==> src/rtl/spi_cmd_pkg.sv <==
package spi_cmd_pkg;

    typedef enum logic [1:0] {
        PH_IDLE = 2'd0,
        PH_OPC  = 2'd1,
        PH_TX   = 2'd2,
        PH_RX   = 2'd3
    } phase_e;

    localparam logic [7:0] OFS_CTRL_B2 = 8'h02;
    localparam logic [7:0] OFS_CS      = 8'h1D;
    localparam logic [7:0] OFS_OPC     = 8'h45;
    localparam logic [7:0] OFS_GO      = 8'h47;
    localparam logic [7:0] OFS_TXN     = 8'h48;
    localparam logic [7:0] OFS_RXN     = 8'h4B;
    localparam logic [7:0] OFS_STAT_B3 = 8'h4F;
    localparam logic [7:0] OFS_BUF     = 8'h80;

endpackage

==> src/rtl/spi_cmd_buf.sv <==
module spi_cmd_buf #(
    parameter int DEPTH = 72,
    parameter int IW    = $clog2(DEPTH + 1)
) (
    input  logic          clk,
    input  logic          rst_n,
    input  logic          a_we,
    input  logic [IW-1:0] a_idx,
    input  logic [7:0]    a_wdata,
    output logic [7:0]    a_rdata,
    input  logic          b_we,
    input  logic [IW-1:0] b_idx,
    input  logic [7:0]    b_wdata,
    output logic [7:0]    b_rdata
);
    logic [7:0] mem_q [DEPTH];

    // engine port is written last so it wins on a same-index collision
    always_ff @(posedge clk or negedge rst_n) begin
        if (!rst_n) begin
            for (int i = 0; i < DEPTH; i++) mem_q[i] <= '0;
        end else begin
            if (a_we && a_idx < IW'(DEPTH)) mem_q[a_idx] <= a_wdata;
            if (b_we && b_idx < IW'(DEPTH)) mem_q[b_idx] <= b_wdata;
        end
    end

    assign a_rdata = (a_idx < IW'(DEPTH)) ? mem_q[a_idx] : '0;
    assign b_rdata = (b_idx < IW'(DEPTH)) ? mem_q[b_idx] : '0;

endmodule

==> src/rtl/spi_cmd_shifter.sv <==
module spi_cmd_shifter #(
    parameter int HALF_DIV = 2
) (
    input  logic       clk,
    input  logic       rst_n,
    input  logic       start,
    input  logic [7:0] tx_byte,
    input  logic       miso,
    output logic       sclk,
    output logic       mosi,
    output logic [7:0] rx_byte,
    output logic       done
);
    localparam int CW = $clog2(HALF_DIV + 1);

    typedef struct packed {
        logic          active;
        logic          sclk;
        logic [CW-1:0] cnt;
        logic [2:0]    nbit;
        logic [7:0]    tx_sh;
        logic [7:0]    rx_sh;
        logic          done;
    } sh_t;

    sh_t q, d;

    always_comb begin
        d      = q;
        d.done = 1'b0;
        if (start && !q.active) begin
            d.active = 1'b1;
            d.sclk   = 1'b0;
            d.cnt    = '0;
            d.nbit   = '0;
            d.tx_sh  = tx_byte;
        end else if (q.active) begin
            if (q.cnt == CW'(HALF_DIV - 1)) begin
                d.cnt = '0;
                if (!q.sclk) begin
                    d.sclk  = 1'b1;
                    d.rx_sh = {q.rx_sh[6:0], miso};
                end else begin
                    d.sclk = 1'b0;
                    if (q.nbit == 3'd7) begin
                        d.active = 1'b0;
                        d.done   = 1'b1;
                    end else begin
                        d.nbit  = q.nbit + 3'd1;
                        d.tx_sh = {q.tx_sh[6:0], 1'b0};
                    end
                end
            end else begin
                d.cnt = q.cnt + CW'(1);
            end
        end
    end

    always_ff @(posedge clk or negedge rst_n) begin
        if (!rst_n) q <= '0;
        else        q <= d;
    end

    assign sclk    = q.sclk;
    assign mosi    = q.active ? q.tx_sh[7] : 1'b0;
    assign rx_byte = q.rx_sh;
    assign done    = q.done;

    // the sequencer never launches a byte over one in flight
    a_r4_start_when_idle: assert property (@(posedge clk) disable iff (!rst_n)
        start |-> !q.active);

    // data line holds still while the clock is high
    a_r4_mosi_stable_high: assert property (@(posedge clk) disable iff (!rst_n)
        (q.sclk && $past(q.sclk)) |-> $stable(mosi));

endmodule

==> src/rtl/spi_cmd_csdec.sv <==
module spi_cmd_csdec #(
    parameter int NCS = 4,
    parameter int SW  = $clog2(NCS)
) (
    input  logic           en,
    input  logic [SW-1:0]  sel,
    output logic [NCS-1:0] cs_n
);
    for (genvar g = 0; g < NCS; g++) begin : g_cs
        assign cs_n[g] = ~(en && (sel == SW'(g)));
    end
endmodule

==> src/rtl/spi_cmd_ctrl.sv <==
module spi_cmd_ctrl
    import spi_cmd_pkg::*;
#(
    parameter int DEPTH    = 72,
    parameter int HALF_DIV = 2,
    parameter int NCS      = 4
) (
    input  logic           clk,
    input  logic           rst_n,
    input  logic           reg_wr,
    input  logic [7:0]     reg_addr,
    input  logic [7:0]     reg_wdata,
    output logic [7:0]     reg_rdata,
    output logic           spi_sclk,
    output logic           spi_mosi,
    input  logic           spi_miso,
    output logic [NCS-1:0] spi_cs_n
);
    localparam int         IW      = $clog2(DEPTH + 1);
    localparam int         SW      = $clog2(NCS);
    localparam logic [7:0] DEPTH_B = 8'(DEPTH);
    localparam logic [8:0] BUF_END = 9'(OFS_BUF) + 9'(DEPTH);

    typedef struct packed {
        logic [7:0]    opc;
        logic [7:0]    txn;
        logic [7:0]    rxn;
        logic [SW-1:0] sel;
        logic          busy;
        phase_e        phase;
        logic [7:0]    tx_left;
        logic [7:0]    rx_left;
        logic [IW-1:0] ptr;
        logic          start;
        logic [7:0]    tx_byte;
    } ctl_t;

    ctl_t q, d;

    logic          in_buf, go, clr;
    logic [IW-1:0] host_idx;
    logic [7:0]    host_rd, eng_rd, sh_rx;
    logic          eng_we, sh_done;
    logic [7:0]    tx_eff, rx_eff, room;

    function automatic logic [IW-1:0] inc_sat(input logic [IW-1:0] p);
        return (p >= IW'(DEPTH)) ? p : p + IW'(1);
    endfunction

    // host decode
    assign in_buf   = ({1'b0, reg_addr} >= 9'(OFS_BUF)) && ({1'b0, reg_addr} < BUF_END);
    assign host_idx = IW'(reg_addr - OFS_BUF);
    assign go       = reg_wr && (reg_addr == OFS_GO) && reg_wdata[7];
    assign clr      = reg_wr && (reg_addr == OFS_CTRL_B2) && reg_wdata[4];

    // count clamping
    assign tx_eff = (q.txn > DEPTH_B) ? DEPTH_B : q.txn;
    assign room   = DEPTH_B - tx_eff;
    assign rx_eff = (q.rxn > room) ? room : q.rxn;

    // reply byte lands where the pointer stands
    assign eng_we = q.busy && sh_done && (q.phase == PH_RX);

    always_comb begin
        d       = q;
        d.start = 1'b0;
        if (reg_wr) begin
            case (reg_addr)
                OFS_CS:  d.sel = reg_wdata[SW-1:0];
                OFS_OPC: d.opc = reg_wdata;
                OFS_TXN: d.txn = reg_wdata;
                OFS_RXN: d.rxn = reg_wdata;
                default: ;
            endcase
        end
        if (!q.busy) begin
            if (clr) d.ptr = '0;
            if (go) begin
                d.busy    = 1'b1;
                d.phase   = PH_OPC;
                d.tx_left = tx_eff;
                d.rx_left = rx_eff;
                d.start   = 1'b1;
                d.tx_byte = q.opc;
            end
        end else if (sh_done) begin
            if (q.tx_left != 8'd0) begin
                d.start   = 1'b1;
                d.tx_byte = eng_rd;
                d.ptr     = inc_sat(q.ptr);
                d.tx_left = q.tx_left - 8'd1;
                d.phase   = PH_TX;
            end else begin
                if (q.phase == PH_RX) d.ptr = inc_sat(q.ptr);
                if (q.rx_left != 8'd0) begin
                    d.start   = 1'b1;
                    d.tx_byte = 8'h00;
                    d.rx_left = q.rx_left - 8'd1;
                    d.phase   = PH_RX;
                end else begin
                    d.busy  = 1'b0;
                    d.phase = PH_IDLE;
                end
            end
        end
    end

    always_ff @(posedge clk or negedge rst_n) begin
        if (!rst_n) q <= '0;
        else        q <= d;
    end

    always_comb begin
        reg_rdata = '0;
        if (in_buf) begin
            reg_rdata = host_rd;
        end else begin
            case (reg_addr)
                OFS_CS:      reg_rdata = 8'(q.sel);
                OFS_OPC:     reg_rdata = q.opc;
                OFS_TXN:     reg_rdata = q.txn;
                OFS_RXN:     reg_rdata = q.rxn;
                OFS_STAT_B3: reg_rdata = {q.busy, 7'b0};
                default:     reg_rdata = '0;
            endcase
        end
    end

    spi_cmd_buf #(.DEPTH(DEPTH), .IW(IW)) u_buf (
        .clk     (clk),
        .rst_n   (rst_n),
        .a_we    (reg_wr && in_buf),
        .a_idx   (host_idx),
        .a_wdata (reg_wdata),
        .a_rdata (host_rd),
        .b_we    (eng_we),
        .b_idx   (q.ptr),
        .b_wdata (sh_rx),
        .b_rdata (eng_rd)
    );

    spi_cmd_shifter #(.HALF_DIV(HALF_DIV)) u_shift (
        .clk     (clk),
        .rst_n   (rst_n),
        .start   (q.start),
        .tx_byte (q.tx_byte),
        .miso    (spi_miso),
        .sclk    (spi_sclk),
        .mosi    (spi_mosi),
        .rx_byte (sh_rx),
        .done    (sh_done)
    );

    spi_cmd_csdec #(.NCS(NCS), .SW(SW)) u_cs (
        .en   (q.busy),
        .sel  (q.sel),
        .cs_n (spi_cs_n)
    );

    // an accepted start raises busy on the next edge
    a_r3_busy_set: assert property (@(posedge clk) disable iff (!rst_n)
        (go && !q.busy) |=> q.busy);

    // busy only drops on a byte completion from the shifter
    a_r7_busy_hold: assert property (@(posedge clk) disable iff (!rst_n)
        (q.busy && !sh_done) |=> q.busy);

    // never more than one target selected
    a_r6_cs_onehot: assert property (@(posedge clk) disable iff (!rst_n)
        $onehot0(~spi_cs_n));

    // every select released while idle
    a_r6_cs_idle: assert property (@(posedge clk) disable iff (!rst_n)
        !q.busy |-> (&spi_cs_n));

endmodule

==> config.mk <==
export PLATFORM = sky130hd
export DESIGN_NAME = spi_cmd_ctrl
export DESIGN_NICKNAME = d
export VERILOG_FILES = /design/src/rtl/spi_cmd_pkg.sv /design/src/rtl/spi_cmd_buf.sv /design/src/rtl/spi_cmd_shifter.sv /design/src/rtl/spi_cmd_csdec.sv /design/src/rtl/spi_cmd_ctrl.sv
export SDC_FILE = /design/constraint.sdc
export NUM_CORES = 2
export LEC_CHECK = 0
export BUFFER_PORTS_ARGS = -buffer_cell sky130_fd_sc_hd__buf_2
export CELL_PAD_IN_SITES_DETAIL_PLACEMENT = 1
export CELL_PAD_IN_SITES_GLOBAL_PLACEMENT = 2
export CORE_MARGIN = 3
export CORE_UTILIZATION = 40
export DETAILED_ROUTE_END_ITERATION = 10
export PLACE_DENSITY_LB_ADDON = 0.15
export SYNTH_ARGS = -nofsm -noshare
export SYNTH_HDL_FRONTEND = slang
export SYNTH_SLANG_ARGS = --single-unit
==> constraint.sdc <==
create_clock -name clk -period 5.5 [get_ports clk]
set_input_delay 1.375 -clock clk [delete_from_list [all_inputs] [get_ports clk]]
set_output_delay 1.375 -clock clk [all_outputs]
set_load 0.05 [all_outputs]
After elaboration in Yosys (flattened, before gate mapping)
Cells that the tools add are included.

Reduce and logical (&&, ||, !) cells: 38. $add $sub $neg: 7. Multiplexer cells: 51. $lt $le $gt $ge: 11. Eq/ne operators: 20. Bitwise operators: 8.

Operators by type and width (number): 576-bit bitwise mux (2); 576-bit two-way mux (2); 8-bit two-way mux (15); 8-bit binary-select mux with 7-bit select (2); 8-bit demux with 7-bit select (2); 35-bit two-way mux (2); 8-bit by 7-bit equality test with 1-bit output, second input constant (5); 8-bit case mux with 5 select lines (1); 8-bit >= comparator, second input constant (3); 24-bit two-way mux (1); 11-bit two-way mux (2); 7-bit two-way mux (3); 20-bit two-way mux (1); 19-bit two-way mux (1); 9-bit two-way mux (2); 1-bit logical AND (17); 8-bit by 1-bit less-than comparator with 1-bit output, second input constant (2); 16-bit two-way mux (1); 7-bit inverter with 8-bit output (2); 8-bit nonzero test (2); 8-bit by 1-bit subtractor with 8-bit output, second input constant (2); 15-bit two-way mux (1); 7-bit less-than comparator, second input constant (2); 2-bit AND reduction (6); 25 further kinds (56).

Output and inout port bits: 14. Input port bits: 20. Register bits after elaboration: 661.

Longest topological paths before layout
Word-level depth: 10. Mapped depth: 18. Gate-level depth less buffers: 18.

By module
From an unflattened synthesis, not the netlist that was laid out.

Cell total of the unflattened synthesis: 4320. Area, all modules: 41354.7 um2.

By module, submodules not included: spi_cmd_buf (instances 1, area an instance 36588.8 um2, cells an instance 3859, sequential area each 14413.8 um2); spi_cmd_ctrl (instances 1, area an instance 3626.0 um2, cells an instance 374, sequential area each 1526.5 um2); spi_cmd_shifter (instances 1, area an instance 1111.1 um2, cells an instance 83, sequential area each 600.6 um2); spi_cmd_csdec (instances 1, area an instance 28.8 um2, cells an instance 4, sequential area each 0.0 um2).

Worst setup path before layout
OpenSTA, ideal clock, no wires.

Kind: in2out. From: in reg_addr[0]. To: out reg_rdata[6]. Stages: 10. Data arrival time: 3604 ps. Setup slack: 521 ps. Cells stage by stage: buf_2 -> buf_6 -> buf_2 -> buf_4 -> buf_2 -> mux4_2 -> nand2_1 -> nand2_1 -> a222oi_1 -> nand3_1.

Longest elaborated chain between the ends: 7. Elaborated cells between the ends (all ways): 17.

RTL lines: start: declaration (line spi_cmd_ctrl.sv:11) `input logic [7:0] reg_addr,`; 7-bit by 1-bit subtractor with 7-bit output (line spi_cmd_ctrl.sv:52) `assign host_idx = IW'(reg_addr - OFS_BUF);`; 7-bit inverter with 8-bit output (not written as such) (line spi_cmd_buf.sv:28) `assign a_rdata = (a_idx < IW'(DEPTH)) ? mem_q[a_idx] : '0;`; 8-bit binary-select mux with 7-bit select (line spi_cmd_buf.sv:28); 8-bit two-way mux (not written as such) (2 in series) (line spi_cmd_buf.sv:28); 8-bit two-way mux (line spi_cmd_buf.sv:28); 8-bit two-way mux * (line spi_cmd_ctrl.sv:115) `if (in_buf) begin`; end: declaration (line spi_cmd_ctrl.sv:13) `output logic [7:0] reg_rdata,`.

Every way passes the cells marked *; elsewhere a longest branch is shown, timed or not. The select of a mux whose other input is x is not followed.

Final worst setup path
From: in reg_addr[0]. To: out reg_rdata[5].

The elaborated chain is that of the path after synthesis.

==> impl_results.md <==
- Fmax: 185 MHz
- Final setup margin: 104 ps
- Clk_lat worst skew: roughly 700 ps
- Initial antenna violation count: 7
- Top delay family on crit path: multiplexers
- Layout fillers: between 10000 and 15000
- ANT nets after route: 0
- Final Hold Viols: 0
- Max cap viols: 0
- Vias per cell: 6.59
- Max-slew violation count: 0
- Chip height: 330 um
- Utilization after layout: 0.445
- Post-synth top area cell: dfrtp_1
- Die width: 330 um
- Cells after Synth: between 4000 and 5000
- Synth Register Bits: 661
- Routed length per instance: roughly 35 um
- CTS Buf Count: 82
- Top post-synthesis cells by area: dfrtp_1 (40%), mux2i_1 (16%), mux4_2 (10%)
- Quantity of gates resized following cts: 0
- Fin area: roughly 0.046 mm^2
- Worst setup SP type: primary input
- Area of the multi-input gates: between 0.02 and 0.025 mm^2
- Worst-path fanout max: 40
- RSZ-0062 raised after global routing: no
- CORE AREA: 0.104 mm^2
- Setup Viol. Count Final: 0
- Slowest-stage cell, CP: mux4_2
- FF/Latch Area: 0.0166 mm^2
- Crit. End Element: primary output
- Avg Cell Area, Syn: 10.1 um^2
- Buf+Inv Stages, Crit Path: 3
- Worst clock skew: 35.9 ps
- Sequential-to-total area share from yosys stat: 0.395
- I/O Pins: 34
- Syn Nets: 4193
- Worst-margin pin slew: 1240 ps
- Tmin final: 5400 ps
- # DRC: 0
- Cell area after synthesis: between 0.04 and 0.05 mm^2
- Initial Util: 0.404
- Die area: 0.109 mm^2
- H-tree Lvls: 3
- Post-CTS setup buffers: 0
- Placed inst area: 0.0433 mm^2
- Share of the synthesized area in the top cell type: 0.395
- Post-synth top flop: dfrtp_1
- Area grow syn2layout: 10.2%
- DP Worst Slack: 154 ps
- Clock buffer depth: 3
- WP data required: 4120 ps
- Synthesis Warnings: 0
- Crit-path cells: buf_8, buf_4, mux4_2, mux4_2, a22oi_1, nand3_1, buf_12
- Crit path top cell by count: mux4_2
- Layout cell share with drive strength beyond 1: 0.176
- Peak supply drop: around 0.27 mV
- Number of global-route vias before repair: 35973
- Count of unique library cells instantiated by Yosys: 75
- Port-buffer cells: 33
- Pwr Density: 268 mW/mm^2
- Remaining Overflow, GRT: 0
- First-pass GRT wire length: about 280000 um
- Sink Count: 661
- Cts hold-fix bufs: 0
- GRT Total Usage: 0.349
- Max transition margin: 0.173
- Dpl hpwl: 131000 um
- Outcome: finished clean
- Post-synth EDFFs: 0
- Setup TNS: 0 ps
- Post-synth ARST share: 1.00
- Pleak: 17.0 nW
- CTS tree: done
- Tcrit/Tclk final: 0.981
- Largest net degree at the start of global routing: 110
- DR vias: 36072
- Worst EP arrival: between 4000 and 5000 ps
- Layout net count: slightly above 4000
- Hold WC Path Type: reg -> reg
- Largest stage delay on the critical path: 550 ps
- Reg clk slew, reported paths: ~60 ps
- 1st-pass router iterations: 6
- RD Place Congestion: 0.971
- Rows: between 100 and 150
- Clk Tree Root Cell: clkbuf_16
- Detailed Route WL: ~190000 um
- Kind of critical path: in -> out
- DR iter-0 viols: 3978
## routing by layer
metal / vias to the layer above / GRT usage / part of all wire
met5: - / 0 / 0.00015
met4: 4 / 0.135 / 0.044
met3: 443 / 0.0838 / 0.092
met2: 1909 / 0.519 / 0.43
met1: 18791 / 0.491 / 0.43
li1: 14925 / - / -
## cell usage after synthesis, drive strengths merged (6+ instances only)
library cell and n:
a211oi 17, nor2b 25, a21oi 143, clkbuf 179, o22ai 29, nand2 691, nor3 26, a222oi 13
ha 16, a221o 19, buf 195, a31oi 10, nand3 53, mux2 88, a22oi 48, mux2i 669
o21ai 590, o221ai 14, a21o 7, a32oi 6, a22o 18, inv 19, nand2b 9, nor4 13
nand4 12, mux4 190, and2 15, a221oi 58, o211ai 9, dfrtp 661, nor2 255
## logic make-up (layout without fill, tap and decap cells)
kind of cell | Yosys count | after routing | share of synthesized area
flip-flops | 661 | 661 | 0.395
XOR/XNOR | 6 | 6 | 0.00126
other | 1 | 3 | 0.0000896
adder cells (fa/ha/maj) | 16 | 16 | 0.00478
AO/OA/AOI/OAI | 1006 | 1006 | 0.141
AND/OR/NAND/NOR | 1126 | 1126 | 0.126
buffers and inverters | 394 | 328 | 0.0461
multiplexers | 947 | 947 | 0.286
## layout by cell type (no fill, tap or decap), drive strengths merged, types with 48 or more instances in the layout
cell / instances
nand2: 691
mux2i: 669
dfrtp: 661
o21ai: 590
nor2: 255
mux4: 190
buf: 160
a21oi: 143
clkbuf: 111
mux2: 88
a221oi: 58
nand3: 53
a22oi: 48
## where the power goes
part	internal [mW]	switching, mW
Combinational	0.419	0.708
Sequential	5.07	0.322
Clock	3.45	2.38
Total	8.94	3.41
## path summary, 6_finish.rpt
| kind | end | startpoint | depth (start not counted) | slack (ps) |
|---|---|---|---|---|
| max in group asynchronous | u_buf.mem_q[353] | rst_n | 2 | 3600 |
| min reg2reg | u_shift.q[10] | u_shift.q[10] | 2 | 480 |
| max reg2reg | q[1] | q[10] | 6 | 1350 |
| min | u_shift.q[10] | u_shift.q[10] | 2 | 480 |
| min in group asynchronous | u_buf.mem_q[107] | rst_n | 1 | 670 |
| max | reg_rdata[5] | reg_addr[0] | 7 | 100 |
## worst reg2reg max path: cells and delay by family (launching register included)
family	cells	cell delay, ps
and+or+nand+nor	1	790
buffers and inverters	1	720
AOI/OAI and AO/OA	4	1500
DFF	1	990
## cell type report
type	instances	area share
Timing Repair Buffer	160	0.0316
Clock buffer	111	0.0505
Multi-Input combinational cell	3102	0.508
Tap cell	1380	0.0374
Inverter	20	0.00163
Clock inverter	37	0.0110
Antenna cell	2	0.000108
Sequential cell	661	0.359
## sequential cells by signal (all words and copies together) (netlist names)
register         cells
u_buf.mem_q        576
q                   61
u_shift.q           14
u_shift.rx_byte      8
u_shift.done         1
u_shift.sclk         1
## metrics by stage
step / hold WS (ps) / cells / total power [mW]
final: 481 / 5473 / 12.3
after global routing: 510 / 5471 / 12.7
after CTS: 483 / 5471 / 12.4
after detailed placement: 469 / 5323 / 6.57
after global placement: 459 / 5323 / 6.55
after floorplan: 438 / 4157 / 5.95
(Power assumes the default switching activity.)
